[src/rtl/pwm_buf_pkg.sv]
package pwm_buf_pkg;
  typedef enum logic [1:0] {
    SEL_PER = 2'd0,
    SEL_DTY = 2'd1,
    SEL_CTL = 2'd2
  } wsel_e;

  localparam int unsigned CTL_EN_BIT  = 0;
  localparam int unsigned CTL_POL_BIT = 1;
endpackage

[src/rtl/pwm_buf_regs.sv]
module pwm_buf_regs
  import pwm_buf_pkg::*;
#(
  parameter int unsigned W = 8
) (
  input  logic         clk,
  input  logic         rst_ni,
  input  logic         wr_en,
  input  logic [1:0]   wr_sel,
  input  logic [W-1:0] wr_data,
  output logic [W-1:0] per_nxt,
  output logic [W-1:0] dty_nxt,
  output logic [W-1:0] dty_rd,
  output logic         en,
  output logic         pol
);
  logic [W-1:0] per_q, dty_q;
  logic         en_q, pol_q, en_d, pol_d;

  always_comb begin
    per_nxt = per_q;
    dty_nxt = dty_q;
    en_d    = en_q;
    pol_d   = pol_q;
    if (wr_en) begin
      unique case (wr_sel)
        SEL_PER: per_nxt = wr_data;
        SEL_DTY: dty_nxt = wr_data;
        SEL_CTL: begin
          en_d  = wr_data[CTL_EN_BIT];
          pol_d = wr_data[CTL_POL_BIT];
        end
        default: ;
      endcase
    end
  end

  always_ff @(posedge clk or negedge rst_ni) begin
    if (!rst_ni) begin
      per_q <= '1;
      dty_q <= '1;
      en_q  <= 1'b0;
      pol_q <= 1'b0;
    end else begin
      per_q <= per_nxt;
      dty_q <= dty_nxt;
      en_q  <= en_d;
      pol_q <= pol_d;
    end
  end

  assign dty_rd = dty_q;
  assign en     = en_q;
  assign pol    = pol_q;


  dty_readback_chk: assert property (@(posedge clk) disable iff (!rst_ni)
    (wr_en && wr_sel == SEL_DTY) |=> dty_rd == $past(wr_data));
endmodule

[src/rtl/pwm_buf_timebase.sv]
module pwm_buf_timebase #(
  parameter int unsigned W = 8
) (
  input  logic         clk,
  input  logic         rst_ni,
  input  logic         tick,
  input  logic         en,
  input  logic [W-1:0] per_nxt,
  input  logic [W-1:0] dty_nxt,
  output logic [W-1:0] cnt,
  output logic [W-1:0] act_per,
  output logic [W-1:0] act_dty
);
  logic [W-1:0] cnt_q, cnt_d, per_q, per_d, dty_q, dty_d;
  logic         last, roll;

  always_comb begin
    last = (per_q == '0) || (cnt_q == per_q - W'(1));
    roll = en && tick && last;

    cnt_d = cnt_q;
    if (!en)       cnt_d = '0;
    else if (tick) cnt_d = last ? '0 : cnt_q + W'(1);

    per_d = per_q;
    dty_d = dty_q;
    if (!en || roll) begin
      per_d = per_nxt;
      dty_d = dty_nxt;
    end
  end

  always_ff @(posedge clk or negedge rst_ni) begin
    if (!rst_ni) begin
      cnt_q <= '0;
      per_q <= '1;
      dty_q <= '1;
    end else begin
      cnt_q <= cnt_d;
      per_q <= per_d;
      dty_q <= dty_d;
    end
  end

  assign cnt     = cnt_q;
  assign act_per = per_q;
  assign act_dty = dty_q;


  cnt_range_chk: assert property (@(posedge clk) disable iff (!rst_ni)
    (en && act_per != '0) |-> cnt < act_per);

  cnt_idle_chk: assert property (@(posedge clk) disable iff (!rst_ni)
    !en |=> cnt == '0);

  act_hold_chk: assert property (@(posedge clk) disable iff (!rst_ni)
    (en && !roll) |=> ($stable(act_dty) && $stable(act_per)));

  no_tick_chk: assert property (@(posedge clk) disable iff (!rst_ni)
    (en && !tick) |=> $stable(cnt));
endmodule

[src/rtl/pwm_buf_outgen.sv]
module pwm_buf_outgen #(
  parameter int unsigned W = 8
) (
  input  logic         clk,
  input  logic         rst_ni,
  input  logic         en,
  input  logic         pol,
  input  logic [W-1:0] cnt,
  input  logic [W-1:0] act_per,
  input  logic [W-1:0] act_dty,
  output logic         pwm_o
);
  logic post;

  always_comb begin
    post  = en && (act_per != '0) && (act_dty < act_per) && (cnt >= act_dty);
    pwm_o = post ^ pol;
  end


  zero_per_chk: assert property (@(posedge clk) disable iff (!rst_ni)
    (act_per == '0) |-> pwm_o == pol);

  dty_over_chk: assert property (@(posedge clk) disable iff (!rst_ni)
    (act_dty >= act_per) |-> pwm_o == pol);

  dty_zero_chk: assert property (@(posedge clk) disable iff (!rst_ni)
    (en && act_per != '0 && act_dty == '0) |-> pwm_o == !pol);
endmodule

[src/rtl/pwm_buf_chan.sv]
module pwm_buf_chan #(
  parameter int unsigned W = 8
) (
  input  logic         clk,
  input  logic         rst_n,
  input  logic         tick,
  input  logic         wr_en,
  input  logic [1:0]   wr_sel,
  input  logic [W-1:0] wr_data,
  output logic [W-1:0] rd_duty,
  output logic         pwm_out
);
  logic [1:0]   rst_sync_q;
  logic         rst_ni;
  logic [W-1:0] per_nxt, dty_nxt, cnt, act_per, act_dty;
  logic         en, pol;

  always_ff @(posedge clk or negedge rst_n) begin
    if (!rst_n) rst_sync_q <= 2'b00;
    else        rst_sync_q <= {rst_sync_q[0], 1'b1};
  end
  assign rst_ni = rst_sync_q[1];

  pwm_buf_regs #(.W(W)) u_regs (
    .clk(clk), .rst_ni(rst_ni), .wr_en(wr_en), .wr_sel(wr_sel),
    .wr_data(wr_data), .per_nxt(per_nxt), .dty_nxt(dty_nxt),
    .dty_rd(rd_duty), .en(en), .pol(pol)
  );

  pwm_buf_timebase #(.W(W)) u_tb (
    .clk(clk), .rst_ni(rst_ni), .tick(tick), .en(en),
    .per_nxt(per_nxt), .dty_nxt(dty_nxt),
    .cnt(cnt), .act_per(act_per), .act_dty(act_dty)
  );

  pwm_buf_outgen #(.W(W)) u_out (
    .clk(clk), .rst_ni(rst_ni), .en(en), .pol(pol), .cnt(cnt),
    .act_per(act_per), .act_dty(act_dty), .pwm_o(pwm_out)
  );
endmodule

[config.mk]
export PLATFORM = sky130hd
export DESIGN_NAME = pwm_buf_chan
export DESIGN_NICKNAME = d
export VERILOG_FILES = /design/src/rtl/pwm_buf_pkg.sv /design/src/rtl/pwm_buf_regs.sv /design/src/rtl/pwm_buf_timebase.sv /design/src/rtl/pwm_buf_outgen.sv /design/src/rtl/pwm_buf_chan.sv
export SDC_FILE = /design/constraint.sdc
export NUM_CORES = 1
export LEC_CHECK = 0
export ABC_AREA = 1
export ABC_CLOCK_PERIOD_IN_PS = 3900
export BUFFER_PORTS_ARGS = -buffer_cell sky130_fd_sc_hd__buf_2
export CAP_MARGIN = 10
export CORE_MARGIN = 3
export CORE_UTILIZATION = 40
export DETAILED_ROUTE_END_ITERATION = 10
export GPL_ROUTABILITY_DRIVEN = 0
export HOLD_SLACK_MARGIN = 0.1
export MAX_ROUTING_LAYER = met4
export PLACE_DENSITY = 0.57
export REMOVE_ABC_BUFFERS = 1
export SLEW_MARGIN = 20
export SYNTH_ARGS = -nofsm -noshare
export SYNTH_HDL_FRONTEND = slang
export SYNTH_SLANG_ARGS = --single-unit
export TNS_END_PERCENT = 5
[constraint.sdc]
create_clock -name clk -period 3.9 [get_ports clk]
set_input_delay 0.78 -clock clk [delete_from_list [all_inputs] [get_ports clk]]
set_output_delay 0.78 -clock clk [all_outputs]
set_load 0.01 [all_outputs]
**Yosys cells after proc, flatten, opt, wreduce, memory -nomap -nowiden**

Index checks and enable logic that the tools add are counted.

- Bits in registers: 44
- Latch bits: 0
- RAM bits: 0
- Bits in read-only memories: 0
- Bits of input ports: 14
- Output and inout bits: 9
- Logic and storage cells: 36
- Memories: 0

- Add/subtract/negate cells: 2
- $mul: 0
- Div/mod/pow operators: 0
- Magnitude comparators: 2
- Equality and inequality tests: 4
- Shift operators: 0
- Multiplexer cells: 7
- Bitwise gates (word level): 1
- Reduce and logical (&&, ||, !) cells: 12

Operator list:

| cell | count |
|---|---|
| $mux 8 | 7 |
| $add 8x1->8 const B | 1 |
| $eq 8x8->1 | 1 |
| $ge 8x8->1 | 1 |
| $logic_not 8->1 | 1 |
| $lt 8x8->1 | 1 |
| $reduce_bool 8->1 | 1 |
| $sub 8x1->8 const B | 1 |
| $logic_and 1x1->1 | 5 |
| $eq 2x1->1 const B | 1 |
| $eq 2x2->1 const B | 1 |
| $logic_not 2->1 | 1 |
| $logic_or 1x1->1 | 2 |
| $ne 2x2->1 const B | 1 |
| $reduce_and 2->1 | 1 |
| $logic_not 1->1 | 1 |
| $xor 1x1->1 | 1 |

**Depth between registers and ports, before layout**

- Depth in word-level cells: 6
- Mapped depth: 15

**By module**

From an unflattened synthesis, not the netlist that was laid out.

- Cell total of the unflattened synthesis: 362
- Area total of the unflattened synthesis: 2775.2 um2

By module, submodules not included:

| module | times used | cells an instance | area each (um2) | seq. area each (um2) |
|---|---|---|---|---|
| pwm_buf_timebase | 1 | 196 | 1445.1 | 620.6 |
| pwm_buf_regs | 1 | 82 | 804.5 | 470.5 |
| pwm_buf_outgen | 1 | 81 | 471.7 | 0.0 |
| pwm_buf_chan | 1 | 3 | 53.8 | 50.0 |

**Worst setup path after synthesis**

Ideal clock, no wire load.

- Path type: reg2out
- Start: register u_tb.per_q[3] (netlist: u_tb.act_per[3])
- End: output port pwm_out
- Arrival time: 1.492 ns
- Setup slack: 1.628 ns
- Cell stages (with the launch flop): 10
- Path buffers: 1
- Cell sequence: dfstp_2 > buf_6 > inv_1 > ha_1 > a21oi_1 > nand2_1 > a21oi_1 > nand3_1 > nand2_1 > nand2_1

- Longest elaborated chain between the ends: 5

Ends and longest elaborated chain:

| item | line | source |
|---|---|---|
| from (decl) | pwm_buf_timebase.sv:14 | `logic [W-1:0] cnt_q, cnt_d, per_q, per_d, dty_q, dty_d;` |
| from (signal assigned) | pwm_buf_timebase.sv:40 | `per_q <= per_d;` |
| parallel branches: the longest is 2 deep, another holds $lt 8x8->1 | -- |  |
| $logic_and 1x1->1 (*) (2 in series) | pwm_buf_outgen.sv:16 | `post = en && (act_per != '0) && (act_dty < act_per) && (cnt >= act_dty);` |
| $xor 1x1->1 (*) | pwm_buf_outgen.sv:17 | `pwm_o = post ^ pol;` |
| to (decl) | pwm_buf_chan.sv:11 | `output logic pwm_out` |

Every way passes the cells marked *.

**Worst setup path in the final report**

Ends and elaborated chain as after synthesis.

==> flow_metrics.tcl <==
set metrics [dict create \
    outcome "completed" \
    syn_area_sq_um 2570 \
    rows 28 \
    grt_pass1_vias 1905 \
    final-setup-viol-count 0 \
    setup.worst_path.class "reg -> out" \
    grt_max_degree 43 \
    drive_gt1_share_pct 21.1 \
    synth_ff_type "dfstp_2" \
    cp.required_ns 3.12 \
    die_area_sq_um 7440 \
    synth_cell_types 27 \
    ys_top_cells_by_count "nand2_1, inv_1, dfstp_2, nand3_1, o21ai_0" \
    reg2reg_depth 11 \
    synth_top_area_cell "dfstp_2" \
    skew_ns 0.00738 \
    p_per_area_nw_per_um2 594 \
    synthCells 320 \
    grt.total_usage_pct 15.6 \
    via_count 1950 \
    antenna_left 0 \
    start_util_pct 42.5 \
    synth.area.top_cells "dfstp_2, nand2_1, dfrtp_1" \
    crit_chain "inv_1 -> ha_1 -> a21oi_1 -> nand2_1 -> a21oi_1 -> nand3_1 -> nand2_1 -> nand2_1 -> buf_2" \
    cts-root-buf "clkbuf_8" \
    h-tree-depth 2 \
    vias_per_cell 4.69 \
    synth.most_common_cell "nand2_1" \
    cts.sinks 44 \
    cp_max_fo 7 \
    finalWorstSetupSlack_ns 1.06 \
    ys_seq_area_share_pct 44.3 \
    timing.fmax_mhz 352 \
    hold_violations 0 \
    yosys_warnings 0 \
    end_kind "output port" \
    period_share_pct 72.8 \
    port_buffers 22 \
    synthArstFlopShare_pct 100 \
    slew_headroom_pct 40.4 \
    maxSlewViolCount 0 \
    cts_tree "yes" \
    hold_ws_ns 0.250 \
    finalCriticalPeriod_ns 2.84 \
    die_w_microns 86.2 \
    irDropWorstVdd_v 0.000280 \
    dp_slack_ns 1.36 \
    max_cap_viol_count 0 \
    setup_tns_ns 0 \
    drt_iter0_drc 126 \
    pin_count 23 \
    postCtsHoldBufs 0 \
    cts_buffers 5 \
    cts_resized 0 \
    regToRegEndpoint "u_tb.act_per[0]" \
    firstDrtPassIters 4 \
    hold_class "in -> async" \
    synth-edff-count 0 \
    core_region_area_sq_um 6060 \
    clock_path_buffers 2 \
    drc 0 \
    n_fill_cell 614 \
    cpMostUsedCell "nand2_1" \
    cp_slowest_cell "dfstp_2" \
    worstPathArrival_ns 2.06 \
    p_leak_nw 1.40 \
    antennaDiodeCount 0 \
    clkSlewWorstSetupHoldPaths_ns 0.08 \
    post_drt_wl_per_cell_microns 12.1 \
    area_delta_synth_final_pct 10.6 \
    antenna_found_initial 0 \
    worst_r2r_startpoint "u_tb.act_per[0]" \
    synth-seq-cells 44 \
    nNetsFinal 372 \
    post-synth-top-area-fraction_pct 32.7 \
    cts_setup_buffers 0 \
    start_kind "flip-flop" \
    clk_latency_ns 0.29 \
    synth_area_per_cell_sq_um 8.05 \
    overflow 0 \
    die_h_microns 86.2 \
    grt_pass1_wl_mm 9.02 \
    rsz0062_at_grt "no" \
    totalWireLength_mm 5.03 \
    dp.final_hpwl_mm 3.85 \
    worstMarginPinSlew_ns 0.894 \
    r2r_slack_ns 1.82 \
    max_stage_delay_ns 0.66 \
]
==> metal layers <==
| layer | vias to the layer above | share of wire [%] | GRT usage [%] |
|---|---|---|---|
| li1 | 1059 | - | - |
| met1 | 867 | 53 | 21.6 |
| met2 | 20 | 43 | 23.5 |
| met3 | 4 | 2.6 | 3.14 |
| met4 | 0 | 1.1 | 4.39 |
| met5 | - | 0 | - |
==> final cells by class <==
type	count	area [sq um]	share of cell area, %
multi-input combinational	224	1210	42.4
clock buffer	7	97.6	3.43
sequential	44	1140	40.1
clock inverter	1	30.0	1.05
timing repair buffer	23	118	4.13
inverter	42	158	5.54
tap	75	93.8	3.30
==> through the flow <==
step | utilization, % | total power [W] | instances | cell area, sq um
2_1_floorplan | - | 0.00117 | 310 | 2510
6_report | 47.0 | 0.00169 | 416 | 2850
3_5_place_dp | 44.9 | 0.00133 | 408 | 2720
5_1_grt | 47.0 | 0.00186 | 416 | 2850
4_1_cts | 47.0 | 0.00172 | 416 | 2850
3_3_place_gp | 44.9 | 0.00132 | 408 | 2720
==> layout by cell type (no fill, tap or decap), types with 2 or more instances in the layout <==
cell       n
nor2_2     4
inv_1     40
a21oi_1    9
nor2_1    13
clkbuf_8   5
dfrtp_1   11
nand3_1   32
nand4_1    5
nand2_4    2
o21ai_1    2
nand2_1   93
xor2_1     7
buf_2     22
xnor2_1    7
dfstp_2   32
o21ai_0   27
ha_1      18
==> sequential cells by signal, summed over array words and instances (netlist names) <==
register / cells
rst_sync_q: 2
u_regs.dty_rd: 8
u_regs.en: 1
u_regs.per_q: 8
u_regs.pol: 1
u_tb.act_dty: 8
u_tb.act_per: 8
u_tb.cnt: 8
==> worst max-delay path: cells and delay by family, from the launching register on <==
kind            cells  cell delay (ns)
flops               1             0.66
compound gates      2             0.32
fa+ha+maj           1             0.31
simple gates        4             0.29
buf+inv             2             0.20
==> power breakdown <==
| part | switching [W] | total (W) | leakage (nW) | internal (W) |
|---|---|---|---|---|
| clock | 0.000155 | 0.000385 | 0.0636 | 0.000230 |
| combinational | 0.000351 | 0.000587 | 0.849 | 0.000236 |
| sequential | 0.000105 | 0.000720 | 0.492 | 0.000615 |
==> kinds of logic after synthesis <==
| kind of cell | after synthesis | synth area share (%) |
|---|---|---|
| adder cells (fa/ha/maj) | 18 | 8.75 |
| buffers and inverters | 52 | 8.75 |
| flip-flops | 44 | 44.3 |
| AND/OR/NAND/NOR | 152 | 25.6 |
| other | 1 | 0.146 |
| AO/OA/AOI/OAI | 39 | 7.68 |
| XOR/XNOR | 14 | 4.76 |
==> worst max path at each step <==
stage	slack, ns	to	start	cells past startpoint
2_1_floorplan	1.64	pwm_out	u_tb.act_per[3]	8
3_3_place_gp	1.37	pwm_out	u_tb.act_per[3]	9
6_report	1.06	pwm_out	u_tb.act_per[3]	9
5_1_grt	0.87	pwm_out	u_tb.act_per[0]	9
4_1_cts	1.01	pwm_out	u_tb.act_per[3]	9
3_5_place_dp	1.36	pwm_out	u_tb.act_per[3]	9
No activity file was read; power rests on OpenSTA's default activity.
